## config.mk

```make
export PLATFORM = sky130hd
export DESIGN_NAME = uart_line_status
export DESIGN_NICKNAME = d
export VERILOG_FILES = /design/src/rtl/uls_pkg.sv /design/src/rtl/uls_err_count.sv /design/src/rtl/uls_rx_flags.sv /design/src/rtl/uls_tx_flags.sv /design/src/rtl/uart_line_status.sv
export SDC_FILE = /design/constraint.sdc
export NUM_CORES = 1
export LEC_CHECK = 0
export BUFFER_PORTS_ARGS = -buffer_cell sky130_fd_sc_hd__buf_2
export CAP_MARGIN = 25
export CORE_MARGIN = 2
export CORE_UTILIZATION = 46
export DETAILED_ROUTE_END_ITERATION = 10
export GPL_TIMING_DRIVEN = 0
export PLACE_DENSITY = 0.75
export REMOVE_ABC_BUFFERS = 1
export SLEW_MARGIN = 20
export SYNTH_ARGS = -nofsm -noshare
export SYNTH_HDL_FRONTEND = slang
export SYNTH_SLANG_ARGS = --single-unit
```

## constraint.sdc

```tcl
create_clock -name clk -period 2.4 [get_ports clk]
set_input_delay 0.12 -clock clk [delete_from_list [all_inputs] [get_ports clk]]
set_output_delay 0.12 -clock clk [all_outputs]
set_load 0.03 [all_outputs]
```

## src/rtl/uls_pkg.sv

```systemverilog
package uls_pkg;
  localparam int TAG_W   = 3;
  localparam int TAG_PAR = 0;
  localparam int TAG_FRM = 1;
  localparam int TAG_BRK = 2;
  typedef logic [TAG_W-1:0] err_tag_t;
endpackage

```

## src/rtl/uls_err_count.sv

```systemverilog
module uls_err_count
  import uls_pkg::*;
#(
  parameter int DEPTH = 16
) (
  input  logic     clk,
  input  logic     rst_n,
  input  logic     push,
  input  err_tag_t push_tag,
  input  logic     pop,
  input  err_tag_t pop_tag,
  output logic     cnt_zero
);
  localparam int CNT_W = $clog2(DEPTH + 1);
  localparam logic [CNT_W-1:0] CNT_MAX = CNT_W'(DEPTH);

  logic [CNT_W-1:0] cnt_q;
  logic inc, dec;

  assign inc = push & (|push_tag);
  assign dec = pop & (|pop_tag);

  // count of erroneous entries queued in the receive FIFO
  always_ff @(posedge clk) begin
    if (!rst_n) begin
      cnt_q <= '0;
    end else begin
      case ({inc, dec})
        2'b10:   if (cnt_q != CNT_MAX) cnt_q <= cnt_q + 1'b1;
        2'b01:   if (cnt_q != '0) cnt_q <= cnt_q - 1'b1;
        default: cnt_q <= cnt_q;
      endcase
    end
  end

  assign cnt_zero = (cnt_q == '0);
endmodule

```

## src/rtl/uls_rx_flags.sv

```systemverilog
module uls_rx_flags
  import uls_pkg::*;
(
  input  logic     clk,
  input  logic     rst_n,
  input  logic     fifo_en,
  input  logic     rd,
  input  logic     char_done,
  input  logic     full,
  input  logic     empty,
  input  logic     head_new,
  input  err_tag_t head_tag,
  input  logic     push,
  input  err_tag_t push_tag,
  input  logic     cnt_zero,
  output logic     ready,
  output logic     overrun,
  output err_tag_t head_err,
  output logic     fifo_err
);
  logic ready_q, ovr_q, ferr_q;

  // data available, not touched by reads
  always_ff @(posedge clk) begin
    if (!rst_n) ready_q <= 1'b0;
    else        ready_q <= ~empty;
  end

  // lost character, set wins over read clear
  always_ff @(posedge clk) begin
    if (!rst_n)                 ovr_q <= 1'b0;
    else if (char_done && full) ovr_q <= 1'b1;
    else if (rd)                ovr_q <= 1'b0;
  end

  // one flag per tag bit, follows the head entry
  for (genvar g = 0; g < TAG_W; g++) begin : g_head
    logic bit_q;
    always_ff @(posedge clk) begin
      if (!rst_n)        bit_q <= 1'b0;
      else if (head_new) bit_q <= head_tag[g];
      else if (rd)       bit_q <= 1'b0;
    end
    assign head_err[g] = bit_q;
  end

  // sticky summary, read clears only with nothing queued
  always_ff @(posedge clk) begin
    if (!rst_n)                  ferr_q <= 1'b0;
    else if (push && |push_tag)  ferr_q <= 1'b1;
    else if (rd && cnt_zero)     ferr_q <= 1'b0;
  end

  assign ready    = ready_q;
  assign overrun  = ovr_q;
  assign fifo_err = ferr_q & fifo_en;
endmodule

```

## src/rtl/uls_tx_flags.sv

```systemverilog
module uls_tx_flags (
  input  logic clk,
  input  logic rst_n,
  input  logic thr_wr,
  input  logic hold_empty,
  input  logic shift_empty,
  output logic thre,
  output logic temt
);
  logic thre_q, temt_q;

  // write clears, empty holding stage sets
  always_ff @(posedge clk) begin
    if (!rst_n)          thre_q <= 1'b1;
    else if (thr_wr)     thre_q <= 1'b0;
    else if (hold_empty) thre_q <= 1'b1;
  end

  // both stages empty
  always_ff @(posedge clk) begin
    if (!rst_n) temt_q <= 1'b1;
    else        temt_q <= hold_empty & shift_empty;
  end

  assign thre = thre_q;
  assign temt = temt_q;
endmodule

```

## src/rtl/uart_line_status.sv

```systemverilog
module uart_line_status
  import uls_pkg::*;
#(
  parameter int FIFO_DEPTH = 16
) (
  input  logic       clk,
  input  logic       rst_n,
  input  logic       fifo_en,
  input  logic       rx_push,
  input  logic [2:0] rx_push_tag,
  input  logic       rx_pop,
  input  logic       rx_head_new,
  input  logic [2:0] rx_head_tag,
  input  logic       rx_empty,
  input  logic       rx_full,
  input  logic       rx_char_done,
  input  logic       status_rd,
  input  logic       thr_wr,
  input  logic       tx_hold_empty,
  input  logic       tx_shift_empty,
  output logic       stat_ready,
  output logic       stat_overrun,
  output logic       stat_parity,
  output logic       stat_frame,
  output logic       stat_break,
  output logic       stat_thre,
  output logic       stat_temt,
  output logic       stat_fifo_err
);
  logic     cnt_zero;
  err_tag_t head_err;

  uls_err_count #(.DEPTH(FIFO_DEPTH)) u_cnt (
    .clk      (clk),
    .rst_n    (rst_n),
    .push     (rx_push),
    .push_tag (rx_push_tag),
    .pop      (rx_pop),
    .pop_tag  (rx_head_tag),
    .cnt_zero (cnt_zero)
  );

  uls_rx_flags u_rx (
    .clk       (clk),
    .rst_n     (rst_n),
    .fifo_en   (fifo_en),
    .rd        (status_rd),
    .char_done (rx_char_done),
    .full      (rx_full),
    .empty     (rx_empty),
    .head_new  (rx_head_new),
    .head_tag  (rx_head_tag),
    .push      (rx_push),
    .push_tag  (rx_push_tag),
    .cnt_zero  (cnt_zero),
    .ready     (stat_ready),
    .overrun   (stat_overrun),
    .head_err  (head_err),
    .fifo_err  (stat_fifo_err)
  );

  uls_tx_flags u_tx (
    .clk         (clk),
    .rst_n       (rst_n),
    .thr_wr      (thr_wr),
    .hold_empty  (tx_hold_empty),
    .shift_empty (tx_shift_empty),
    .thre        (stat_thre),
    .temt        (stat_temt)
  );

  assign stat_parity = head_err[TAG_PAR];
  assign stat_frame  = head_err[TAG_FRM];
  assign stat_break  = head_err[TAG_BRK];
endmodule

```

==> reports/metrics.yaml <==
outcome: "finished clean"
io_buffer_count: 26
crit_path_cell_trace: "buf_2, o31ai_1, ha_1, xor2_1, ha_1, o21ai_0, o211ai_1, o21ai_0, mux2i_1"
synthSimpleGateAreaFrac_pct: 25.52
hold_end: "u_tx.thre$_SDFFE_PN1P_"
critical_path_peak_fanout: 11
fin_crit_ns: 2.130
initial_core_util_pct: 48.40
synth-xor-area-share_pct: 3.646
ant_nets: 0
drt_iter0_drc: 13
syn_to_final_growth_pct: 22.92
fin_nets: 138
via_per_inst: 5.442
ys_seq_elements: 13
total_power_w: 0.0005621
worstHoldStart: "thr_wr"
cts_resized: 0
htreeDepth: 1
first_pass_iters: 4
cp.required_ns: 2.61
max_clock_freq_mhz: 469.4
peakVddDrop_mv: 0.4027
register_area_sq_um: 260.3
wirelength_mm: 1.550
dieHeight_um: 43.58
period_share_pct: 88.76
gp_congestion: 0.8823
rows: 14
arrival_ns: 2.34
num_io_pins: 27
synth_edf_count: 0
cpMaxStageDelayCell: "o31ai_1"
synth_area_per_cell_sq_um: 8.380
cpPeakStageDelay_ns: 0.45
tightest_slew_ns: 0.4867
clock_latency_ns: 0.28
synthArstFlopShare_pct: 0
n_antenna_cell: 0
synthTopCellsByArea: "dfxtp_1 (36%), ha_1 (8.7%), a21oi_1 (6.9%), nand2_1 (4.7%), nor2_1 (3.6%)"
tns_ns: 0
fill_cells: 147
grt_pass1_vias: 611
ys_seq_area_share_pct: 36.11
final_cell_count_no_fill: 129
cts_tree: "built"
ys.flop_type: "dfxtp_1"
hold_path_class: "primary input to register"
hold_depth: 2
clock_skew_ns: 0.006609
dieWidth_um: 43.58
leakage_nw: 0.4277
dieArea_sq_um: 1899
synthMuxAreaShare_pct: 2.951
maxCapViolCount: 0
syn_inst: 86
cts.path.max_buffers: 2
synth_top_area_share_pct: 36.11
crit_start: "rx_push_tag[2]"
grt_pass1_wl_mm: 2.456
yosys_warnings: 0
synth_top_family_by_area: "simple AND/OR/NAND/NOR gates"
relSlewSlack_pct: 67.27
powerDensity_nw_per_um2: 634.6
drive_gt1_share_pct: 27.43
multi_input_area_sq_um: 422.9
synth_adder_area_share_pct: 8.681
post-dp-hpwl_mm: 1.158
numCtsBuffers: 3
slew_violations: 0
root_buffer: "clkbuf_4"
cts.sinks: 13
antenna_found_initial: 0
clk_pin_slew_ns: 0.08
dr_total_vias: 702
core_sq_um: 1489
synth_area_sq_um: 720.7
grtUsageTotal_pct: 17.47
hold_violations: 0
reg2reg_depth: 6
reg2reg_slack_ns: 0.63
cts_setup_buffers: 0
endpoint_kind: "register"
dp_cells: 124
gr-total-overflow: 0
timing.rr.end: "u_cnt.cnt_q[4]$_SDFFE_PN0P_"
worstSetupStartpointType: "primary input"
yosysTopAreaCell: "dfxtp_1"
rsz0062_at_grt: "false"
drc: 0
grt_max_degree: 12
wire_per_inst_um: 12.02
synth-compound-area-share_pct: 17.88
crit_type: "primary input to register"
synth.distinct_cells: 32
r2r-start: "u_cnt.cnt_q[1]$_SDFFE_PN0P_"
setup_viol: 0
power breakdown:
group | internal, W | total [W] | switching [W]
registers | 0.000239 | 0.000266 | 0.0000274
logic | 0.0000726 | 0.000160 | 0.0000876
clock network | 0.0000619 | 0.000136 | 0.0000738
total | 0.000373 | 0.000562 | 0.000189
how the worst max path moves through the flow:
stage,endpoint
detailed placement,u_cnt.cnt_q[4]$_SDFFE_PN0P_
floorplan,u_cnt.cnt_q[2]$_SDFFE_PN0P_
global route,u_cnt.cnt_q[4]$_SDFFE_PN0P_
finish,u_cnt.cnt_q[4]$_SDFFE_PN0P_
CTS,u_cnt.cnt_q[4]$_SDFFE_PN0P_
global placement,u_cnt.cnt_q[4]$_SDFFE_PN0P_
critical path: cells and delay by family:
family                     cells  cell delay [ns]
AOI/OAI and AO/OA              4             1.11
adders and majority gates      2             0.67
xor gates and xnor gates       1             0.12
buffers and inverters          1             0.09
muxes                          1             0.23
per-layer routing:
layer,vias to the layer above,GRT usage (%),routed length [um]
met5,-,0,0
met4,0,6.061,10
met3,2,6.667,123
met2,32,31.47,798
met1,314,18.30,617
li1,354,-,-
kinds of logic after synthesis:
family | after synthesis
adders and majority gates | 5
xor gates and xnor gates | 3
and+or+nand+nor | 34
muxes | 2
AOI/OAI and AO/OA | 21
DFF | 13
buffers and inverters | 8
area by class of cell:
class                           count  area share, %
Multi-Input combinational cell     65          47.74
Tap cell                           16          2.260
Clock inverter                      1         0.5650
Sequential cell                    13          29.38
Inverter                            4          1.695
Timing Repair Buffer               27          15.82
Clock buffer                        3          2.542
cell usage in the layout, fill, tap and decap left out:
master / n
clkbuf_4: 3
buf_2: 26
a21o_1: 1
a21oi_1: 10
a32o_1: 1
xor2_1: 2
mux2i_1: 1
and2_1: 1
a211o_1: 1
or2b_1: 1
clkinv_2: 1
nand4b_1: 1
o31ai_1: 1
or4_1: 1
nor3b_1: 3
o211ai_1: 1
o2111ai_1: 1
clkinv_1: 1
nand3b_1: 1
o31a_1: 1
nand2_1: 9
nand2b_1: 4
or3_1: 1
or4bb_1: 1
nor2_1: 7
mux2_2: 1
o21ai_0: 4
dlygate4sd3_1: 1
nor4_1: 1
nand3_1: 3
dfxtp_1: 13
inv_1: 3
xnor2_1: 1
ha_1: 5
metrics by stage:
step           area, sq um  hold WS (ns)  utilization, %  worst slack (ns)
6_report             885.9       0.03651           59.50            0.2698
3_5_place_dp         848.3        0.2810           56.97           0.05416
4_1_cts              885.9       0.04077           59.50            0.3476
3_3_place_gp         848.3        0.2776           56.97            0.1334
2_1_floorplan        698.2        0.1819               -            0.4586
5_1_grt              885.9       0.03465           59.50           0.08917
timing repair:
item                                    4_1_cts  5_1_grt
endpoints found under the hold margin         1        0
endpoints found under the setup margin        0        0
hold buffers                                  1        0
sequential cells by signal, summed over array words and instances (netlist names):
signal             cells
u_rx.overrun           1
u_cnt.cnt_q            5
u_rx.ready             1
u_rx.g_head.bit_q      3
u_rx.ferr_q            1
u_tx.thre              1
u_tx.temt              1
synth_stat cells, types with 2 or more instances:
master and number:
nand2b_1 4, nand3_1 3, nor3b_1 3, a21oi_1 10
ha_1 5, inv_1 3, nor2_1 7, dfxtp_1 13
o21ai_0 4, xor2_1 2, nand2_1 9, clkbuf_1 3
Power figures use the tool's default switching activity.
